===== src/rtl/osc_trim_pkg.sv =====
package osc_trim_pkg;

  localparam int TRIM_W = 8;
  localparam int BIT_W  = $clog2(TRIM_W);

  typedef struct packed {
    logic             loadMid;
    logic             clrCnt;
    logic             resolve;
    logic             lastBit;
    logic [BIT_W-1:0] bitSel;
  } trimStrobe_t;

  typedef enum logic [1:0] {
    SRCH_IDLE = 2'd0,
    SRCH_ARM  = 2'd1,
    SRCH_MEAS = 2'd2
  } srchState_t;

endpackage


===== src/rtl/osc_edge_counter.sv =====
module osc_edge_counter #(
  parameter int CNT_W = 16
) (
  input  logic             clk,
  input  logic             rst_n,
  input  logic             clr,
  input  logic             edgeIn,
  output logic [CNT_W-1:0] count
);

  localparam logic [CNT_W-1:0] CNT_MAX = '1;

  logic atMax;

  assign atMax = (count == CNT_MAX);

  // Clearing wins over counting, so an edge in the clearing cycle is dropped.
  always_ff @(posedge clk) begin
    if (!rst_n) begin
      count <= '0;
    end else if (clr) begin
      count <= '0;
    end else if (edgeIn && !atMax) begin
      count <= count + 1'b1;
    end
  end

endmodule


===== src/rtl/osc_trim_datapath.sv =====
module osc_trim_datapath
  import osc_trim_pkg::*;
#(
  parameter int CNT_W = 16
) (
  input  logic              clk,
  input  logic              rst_n,
  input  trimStrobe_t       strobe,
  input  logic              oscEdge,
  input  logic [CNT_W-1:0]  targetCount,
  input  logic              wrEn,
  input  logic [TRIM_W-1:0] wrData,
  output logic [TRIM_W-1:0] trimCode
);

  localparam logic [TRIM_W-1:0] MID_CODE  = {1'b1, {(TRIM_W-1){1'b0}}};
  localparam logic [TRIM_W-1:0] RST_CODE  = '1;

  logic [CNT_W-1:0]  edgeCount;
  logic              tooSlow;
  logic [TRIM_W-1:0] codeQ;
  logic [TRIM_W-1:0] trialNext;
  logic [BIT_W-1:0]  nextSel;

  osc_edge_counter #(
    .CNT_W (CNT_W)
  ) i_edgeCnt (
    .clk    (clk),
    .rst_n  (rst_n),
    .clr    (strobe.clrCnt),
    .edgeIn (oscEdge),
    .count  (edgeCount)
  );

  // A larger code slows the oscillator, so a low count means the code is too large.
  assign tooSlow = (edgeCount < targetCount);
  assign nextSel = strobe.bitSel - 1'b1;

  always_comb begin
    trialNext = codeQ;
    if (strobe.resolve) begin
      if (tooSlow) begin
        trialNext[strobe.bitSel] = 1'b0;
      end
      if (!strobe.lastBit) begin
        trialNext[nextSel] = 1'b1;
      end
    end
  end

  always_ff @(posedge clk) begin
    if (!rst_n) begin
      codeQ <= RST_CODE;
    end else if (wrEn) begin
      codeQ <= wrData;
    end else if (strobe.loadMid) begin
      codeQ <= MID_CODE;
    end else begin
      codeQ <= trialNext;
    end
  end

  assign trimCode = codeQ;

endmodule


===== src/rtl/osc_trim_control.sv =====
module osc_trim_control
  import osc_trim_pkg::*;
(
  input  logic        clk,
  input  logic        rst_n,
  input  logic        startReq,
  input  logic        windowTick,
  input  logic        wrEn,
  output trimStrobe_t strobe,
  output logic        busy,
  output logic        done
);

  localparam logic [BIT_W-1:0] TOP_BIT = BIT_W'(TRIM_W - 1);

  srchState_t       state;
  logic [BIT_W-1:0] bitIdx;
  logic             isIdle;
  logic             inWindow;

  assign isIdle   = (state == SRCH_IDLE);
  assign inWindow = (state == SRCH_ARM) || (state == SRCH_MEAS);

  always_comb begin
    strobe.loadMid = isIdle && startReq && !wrEn;
    strobe.clrCnt  = inWindow && windowTick;
    strobe.resolve = (state == SRCH_MEAS) && windowTick && !wrEn;
    strobe.lastBit = (bitIdx == '0);
    strobe.bitSel  = bitIdx;
  end

  always_ff @(posedge clk) begin
    if (!rst_n) begin
      state  <= SRCH_IDLE;
      bitIdx <= TOP_BIT;
      done   <= 1'b0;
    end else begin
      done <= 1'b0;
      if (wrEn) begin
        state <= SRCH_IDLE;
      end else begin
        unique case (state)
          SRCH_IDLE: begin
            if (startReq) begin
              state  <= SRCH_ARM;
              bitIdx <= TOP_BIT;
            end
          end
          SRCH_ARM: begin
            if (windowTick) begin
              state <= SRCH_MEAS;
            end
          end
          SRCH_MEAS: begin
            if (windowTick) begin
              if (bitIdx == '0) begin
                state <= SRCH_IDLE;
                done  <= 1'b1;
              end else begin
                bitIdx <= bitIdx - 1'b1;
              end
            end
          end
          default: state <= SRCH_IDLE;
        endcase
      end
    end
  end

  assign busy = !isIdle;

endmodule


===== src/rtl/osc_trim_search.sv =====
module osc_trim_search
  import osc_trim_pkg::*;
#(
  parameter int CNT_W = 16
) (
  input  logic              clk,
  input  logic              rst_n,
  input  logic              startReq,
  input  logic              windowTick,
  input  logic              oscEdge,
  input  logic [CNT_W-1:0]  targetCount,
  input  logic              wrEn,
  input  logic [TRIM_W-1:0] wrData,
  output logic [TRIM_W-1:0] trimCode,
  output logic              busy,
  output logic              done
);

  trimStrobe_t strobe;

  osc_trim_control i_ctl (
    .clk        (clk),
    .rst_n      (rst_n),
    .startReq   (startReq),
    .windowTick (windowTick),
    .wrEn       (wrEn),
    .strobe     (strobe),
    .busy       (busy),
    .done       (done)
  );

  osc_trim_datapath #(
    .CNT_W (CNT_W)
  ) i_dp (
    .clk         (clk),
    .rst_n       (rst_n),
    .strobe      (strobe),
    .oscEdge     (oscEdge),
    .targetCount (targetCount),
    .wrEn        (wrEn),
    .wrData      (wrData),
    .trimCode    (trimCode)
  );

endmodule


===== config.mk =====
export PLATFORM = sky130hd
export DESIGN_NAME = osc_trim_search
export DESIGN_NICKNAME = d
export VERILOG_FILES = /design/src/rtl/osc_trim_pkg.sv /design/src/rtl/osc_edge_counter.sv /design/src/rtl/osc_trim_datapath.sv /design/src/rtl/osc_trim_control.sv /design/src/rtl/osc_trim_search.sv
export SDC_FILE = /design/constraint.sdc
export NUM_CORES = 1
export LEC_CHECK = 0
export ABC_AREA = 0
export BUFFER_PORTS_ARGS = -buffer_cell sky130_fd_sc_hd__buf_4
export CORE_ASPECT_RATIO = 1.25
export CORE_MARGIN = 2
export CORE_UTILIZATION = 60
export CTS_CLUSTER_SIZE = 16
export DETAILED_ROUTE_END_ITERATION = 12
export GPL_ROUTABILITY_DRIVEN = 0
export PLACE_DENSITY = 0.81
export SYNTH_ARGS = -nofsm -noshare
export SYNTH_HDL_FRONTEND = slang
export SYNTH_SLANG_ARGS = --single-unit
export TNS_END_PERCENT = 10

===== constraint.sdc =====
create_clock -name clk -period 6.3 [get_ports clk]
set_input_delay 0.63 -clock clk [delete_from_list [all_inputs] [get_ports clk]]
set_output_delay 0.63 -clock clk [all_outputs]
set_load 0.1 [all_outputs]

==> results.py, run 1 <==
metrics = {
    "power": {
        "leakage_nw": 1.12,
        "power_density_nw_per_um2": 213,
        "irDropWorstVdd_v": 0.000337,
        "power.total_uw": 543,
    },
    "timing": {
        "clock_skew_ns": 0.00737,
        "worst_slew_pin_slew_ns": 0.633,
        "finalSetupViolCount": 0,
        "min_period_ns": 2.32,
        "max_slew_margin_pct": 57.5,
        "fmax_mhz": 432,
        "final_max_slew_viol_count": 0,
        "setup_tns_ns": 0,
        "whs_ns": 0.483,
        "rsz0062_at_grt": "no",
        "timing.final.crit_share_pct": 36.8,
        "hold_viol_final": 0,
    },
    "outcome": {
        "status": "completed",
    },
    "floorplan": {
        "die_w_um": 57.0,
        "coreArea_um2": 3420,
        "start_util_pct": 61.4,
        "die-area_um2": 4000,
        "rows": 24,
        "fp.dieH_um": 70.2,
        "ios": 40,
    },
    "clocking": {
        "clkTransAtPathRegs_ns": 0.07,
        "cts_resized": 0,
        "cts.path.max_buffers": 2,
        "cts_inserted_buffers": 5,
        "worstSkewPairLatency_ns": 0.29,
        "cts_setup_buffers": 0,
        "root_buffer": "clkbuf_8",
        "hold_buffers": 0,
        "tritoncts": "built",
        "clock-sinks": 30,
        "h-tree-depth": 2,
    },
    "detailed_routing": {
        "drtIter0Drc": 106,
        "wl_mm": 4.31,
        "ant_nets": 0,
        "post_drt_wl_per_cell_um": 12.7,
        "drc_errors": 0,
        "firstDrtPassIters": 4,
        "via_count": 1975,
        "vias_per_cell": 5.83,
    },
    "yosys": {
        "ys_seq_area_share_pct": 28.6,
        "synth.avg_cell_area_um2": 8.06,
        "synthesis.instances": 261,
        "synth_simple_gate_area_share_pct": 26.5,
        "yosys.area_share.adder_pct": 13.7,
        "synth-main-ff-cell": "dfxtp_1",
        "syn_nets": 314,
        "synth.most_common_cell": "dfxtp_1",
        "synth_area_um2": 2100,
        "ys_types": 44,
        "yosysTopAreaCell": "dfxtp_1",
        "synth_edf_count": 0,
        "synth_top_family_by_area": "simple AND/OR/NAND/NOR gates",
        "ys_warn_count": 0,
        "synth_top_area_share_pct": 28.6,
        "synth_compound_gate_area_share_pct": 18.0,
        "synth_common_cells": "30 x dfxtp_1, 25 x nand2_1, 24 x inv_1, 23 x ha_1, 23 x nor2_1",
        "synth_area_leaders": "dfxtp_1 29%, ha_1 14%, xor2_1 4.6%",
        "synth.area.mux_share_pct": 2.38,
        "async_reset_ff_share_pct": 0,
        "ys_seq_elements": 30,
        "synth-xor-area-share_pct": 5.00,
    },
    "grt": {
        "grt_max_degree": 17,
        "grt.overflow.total": 0,
        "track_usage_pct": 23.8,
        "grt_pass1_wl_mm": 7.57,
        "grt_pass1_vias": 1832,
        "antenna_found_initial": 0,
    },
    "flow_run": {
        "maxCapViolations": 0,
    },
    "finish": {
        "antenna-diode-count": 0,
        "multi_input_area_um2": 1380,
        "nFillCells": 276,
        "nNetsFinal": 352,
        "areaGrowthSynthToFinish_pct": 21.5,
        "regArea_um2": 601,
        "drive_gt1_share_pct": 18.7,
    },
    "worst_setup_path": {
        "cp.arrival_ns": 2.47,
        "critical_path.max_fanout": 5,
        "worstSetupPathType": "in2reg",
        "end_kind": "flop",
        "crit_path_start_kind": "input port",
        "required_ns": 6.45,
    },
    "placement": {
        "io_buffers": 39,
        "dpl.hpwl_mm": 3.34,
    },
    "worst_hold_path": {
        "hold_class": "reg2reg",
    },
}
[per-layer routing]
metal | wire length [µm] | track usage, %
met5 | 0 | 0
met4 | 106 | 10.9
met3 | 224 | 6.67
met2 | 2140 | 40.6
met1 | 1840 | 27.1
[final cells by class]
| cell class | count | share of cell area [%] |
|---|---|---|
| Multi-Input combinational cell | 199 | 54.0 |
| Clock buffer | 6 | 3.23 |
| Inverter | 24 | 3.53 |
| Sequential cell | 30 | 23.5 |
| Timing Repair Buffer | 39 | 11.5 |
| Clock inverter | 2 | 2.35 |
| Tap cell | 39 | 1.91 |
[worst max-delay path, stage by stage]
cell	delay [ns]
buf_4	0.07
inv_1	0.04
ha_1	0.32
a21oi_2	0.14
nor2_1	0.05
or4_4	0.52
nor3_1	0.51
a32oi_1	0.19
[registers in the layout, summed over array words and instances, names as in the netlist]
name                  flops
i_dp.i_edgeCnt.count     16
i_dp.trimCode             8
i_ctl.bitIdx              3
i_ctl.state               2
i_ctl.done                1
[path summary, 6_finish.rpt]
check | cells after the start | endpoint | startpoint | slack (ns)
max reg2reg | 6 | i_dp.trimCode[6]$_SDFFE_PN1P_ | i_dp.i_edgeCnt.count[11]$_SDFFE_PP0P_ | 4.04
max | 8 | i_dp.trimCode[6]$_SDFFE_PN1P_ | targetCount[11] | 3.98
min | 2 | i_dp.trimCode[6]$_SDFFE_PN1P_ | i_dp.trimCode[6]$_SDFFE_PN1P_ | 0.48
min reg2reg | 2 | i_dp.trimCode[6]$_SDFFE_PN1P_ | i_dp.trimCode[6]$_SDFFE_PN1P_ | 0.48
[placed cells by master (no fill, tap or decap), types with 6 or more instances in the layout]
cell type and count:
a21oi_1 10, buf_4 39, clkbuf_8 6, dfxtp_1 30, ha_1 23, inv_1 24
nand2_1 25, nand2b_1 6, nand3_1 10, nand4_1 8, nor2_1 23, nor3_1 13
o211ai_1 10, o21ai_0 7, xor2_1 11
[logic make-up after synthesis]
| kind of cell | after synthesis |
|---|---|
| adder cells (fa/ha/maj) | 23 |
| multiplexers | 5 |
| AO/OA/AOI/OAI | 53 |
| XOR/XNOR | 12 |
| buffers and inverters | 32 |
| flip-flops | 30 |
| AND/OR/NAND/NOR | 106 |
[power by group]
group	switching (mW)	total [mW]	leakage, nW	internal [mW]
combinational	0.0613	0.0952	0.804	0.0339
clock	0.0794	0.248	0.0714	0.169
sequential	0.00443	0.200	0.245	0.196
[per-stage QoR]
step	util, %	setup slack [ns]	area, µm²	instances
after floorplan	-	3.85	2100	261
after global placement	70.5	3.70	2410	331
after detailed placement	70.5	3.69	2410	331
after CTS	74.6	4.00	2550	339
after global routing	74.6	3.89	2550	339
final	74.6	3.98	2550	339
Power figures use the tool's default switching activity.
==> inputs of run 2 (changes only) <==
--- a/config.mk
+++ b/config.mk
@@ -9,11 +9,11 @@
 export BUFFER_PORTS_ARGS = -buffer_cell sky130_fd_sc_hd__buf_4
 export CORE_ASPECT_RATIO = 1.25
 export CORE_MARGIN = 2
-export CORE_UTILIZATION = 60
+export CORE_UTILIZATION = 50
 export CTS_CLUSTER_SIZE = 16
 export DETAILED_ROUTE_END_ITERATION = 12
 export GPL_ROUTABILITY_DRIVEN = 0
-export PLACE_DENSITY = 0.81
+export PLACE_DENSITY = 0.72
 export SYNTH_ARGS = -nofsm -noshare
 export SYNTH_HDL_FRONTEND = slang
 export SYNTH_SLANG_ARGS = --single-unit
==> constraint.sdc (replaced) <==
create_clock -name clk -period 1.85 [get_ports clk]
set_input_delay 0.185 -clock clk [delete_from_list [all_inputs] [get_ports clk]]
set_output_delay 0.185 -clock clk [all_outputs]
set_load 0.1 [all_outputs]
==> run 2 against run 1 <==
  * Total power grew to 3.0 times the previous value
  * The flow now finishes with violations (negative setup slack)
  * Critical path type is now reg2reg
  * Worst setup slack lost 4.2 ns
  * First-iteration DRC count grew 28%
  * Largest cell class unchanged
  * Via count grew 9.0%
  * Routed wire length grew 20%
  * Register-to-register slack lost 4.2 ns
  * Sequential cell count is the same
  * Cell count grew 17%
  * Worst hold slack lost 0.32 ns
  * Sequential share of layout area shrank 3.2 points
  * Critical path depth shrank 2
==> results.py, run 2 (same netlist as run 1, synthesis figures left out) <==
metrics = {
    "outcome": {
        "status": "complete, but fails checks",
        "violations": "negative setup slack",
    },
    "worst_setup_path": {
        "worstSetupPathType": "reg2reg",
        "cp-endpoint": "i_dp.trimCode[0]$_SDFFE_PN1P_",
        "critical_path.max_fanout": 4,
        "crit_path_start_kind": "flop",
        "r2r_cells": 6,
        "reg2reg_slack_ns": -0.18,
        "cp.arrival_ns": 2.20,
        "end_kind": "flop",
        "r2r-start": "i_dp.i_edgeCnt.count[15]$_SDFFE_PP0P_",
        "startpoint": "i_dp.i_edgeCnt.count[15]$_SDFFE_PP0P_",
        "required_ns": 2.02,
        "rr_endpoint": "i_dp.trimCode[0]$_SDFFE_PN1P_",
    },
    "floorplan": {
        "rows": 26,
        "fp.dieH_um": 76.5,
        "coreArea_um2": 4070,
        "die-area_um2": 4740,
        "ios": 40,
        "start_util_pct": 51.7,
        "die_w_um": 62.0,
    },
    "timing": {
        "min_period_ns": 2.03,
        "timing.final.crit_share_pct": 110,
        "setup_slack_ns": -0.178,
        "worst_slew_pin_slew_ns": 0.473,
        "rsz0062_at_grt": "yes",
        "whs_ns": 0.163,
        "final_max_slew_viol_count": 0,
        "hold_viol_final": 0,
        "clock_skew_ns": 0.00745,
        "max_slew_margin_pct": 68.1,
        "finalSetupViolCount": 8,
        "fmax_mhz": 493,
    },
    "worst_hold_path": {
        "worstHoldStart": "rst_n",
        "hold_class": "in2reg",
        "whs_path_depth": 2,
    },
    "finish": {
        "utilization_pct": 74.4,
        "nFillCells": 324,
        "areaGrowthSynthToFinish_pct": 43.8,
        "final_common_cell": "buf_4",
        "regMostFlops": "i_dp.i_edgeCnt.count",
        "largest_reg_flops": 16,
        "nNetsFinal": 392,
        "layout_common_cells": "78 x buf_4, 25 x nand2_1, 23 x nor2_1",
        "antenna-diode-count": 0,
        "final_area_um2": 3030,
        "drive_gt1_share_pct": 35.9,
    },
    "detailed_routing": {
        "drc_errors": 0,
        "firstDrtPassIters": 4,
        "ant_nets": 0,
        "drtIter0Drc": 136,
        "via_count": 2153,
        "post_drt_wl_per_cell_um": 13.0,
        "vias_per_cell": 5.44,
        "wl_mm": 5.15,
    },
    "clocking": {
        "hold_buffers": 0,
        "tritoncts": "built",
        "cts_inserted_buffers": 5,
        "worstSkewPairLatency_ns": 0.28,
        "h-tree-depth": 2,
        "clkTransAtPathRegs_ns": 0.07,
        "clock-sinks": 30,
        "root_buffer": "clkbuf_8",
        "cts.path.max_buffers": 2,
    },
    "grt": {
        "grt_pass1_wl_mm": 8.73,
        "grt.overflow.total": 0,
        "grt_pass1_vias": 2126,
        "antenna_found_initial": 0,
        "grt_max_degree": 14,
        "track_usage_pct": 23.7,
    },
    "placement": {
        "dpl.hpwl_mm": 4.04,
        "io_buffers": 39,
        "placed_cell_area_um2": 2840,
        "pre_cts_ws_ns": -0.247,
    },
    "power": {
        "power.total_mw": 1.60,
        "irDropWorstVdd_v": 0.000526,
        "power_density_nw_per_um2": 530,
        "leakage_nw": 1.31,
    },
    "flow_run": {
        "maxCapViolations": 0,
    },
}
run 2: stage by stage:
stage | instances | TNS, ns
3_5_place_dp | 386 | -1.73
4_1_cts | 395 | -1.24
6_report | 396 | -0.633
2_1_floorplan | 261 | -0.572
5_1_grt | 396 | -1.27
3_3_place_gp | 386 | -1.75
run 2: worst min path at each step:
| stage | end |
|---|---|
| 2_1_floorplan | i_ctl.done$_SDFF_PP0_ |
| 3_3_place_gp | i_ctl.bitIdx[1]$_SDFFE_PN1P_ |
| 3_5_place_dp | i_ctl.bitIdx[1]$_SDFFE_PN1P_ |
| 4_1_cts | i_ctl.bitIdx[1]$_SDFFE_PN1P_ |
| 5_1_grt | i_ctl.bitIdx[1]$_SDFFE_PN1P_ |
| 6_report | i_ctl.bitIdx[1]$_SDFFE_PN1P_ |
run 2: critical path, stage by stage (launching register included):
cell     delay (ns)
dfxtp_4        0.36
ha_4           0.23
nand4_4        0.10
nor2_1         0.05
or4_4          0.57
or4_4          0.43
a31o_1         0.19
run 2: power by group:
group	internal, mW	switching, mW	leakage (nW)
Sequential	0.664	0.0128	0.249
Combinational	0.149	0.232	1.01
Clock	0.300	0.246	0.0482
run 2: area by class of cell:
type / count / area, µm² / area share [%]
Sequential cell: 30 / 616 / 20.3
Clock inverter: 1 / 5.00 / 0.165
Multi-Input combinational cell: 199 / 1560 / 51.5
Timing Repair Buffer: 79 / 597 / 19.7
Tap cell: 56 / 70.1 / 2.32
Inverter: 24 / 93.8 / 3.10
Clock buffer: 7 / 86.3 / 2.85
run 2: metal layers:
layer,part of all wire (%),global-route usage (%),up-vias
met2,55,41.6,49
met4,1.5,8.72,0
met3,3.3,4.58,8
li1,-,-,1101
met1,40,26.8,995
met5,0,0,-
run 2: repair_timing:
| item | 4_1_cts | 5_1_grt |
|---|---|---|
| setup buffers | 1 | 1 |
| gates resized for setup | 4 | 11 |
| setup endpoints to repair | 8 | 12 |
| pin swaps | 1 | 11 |
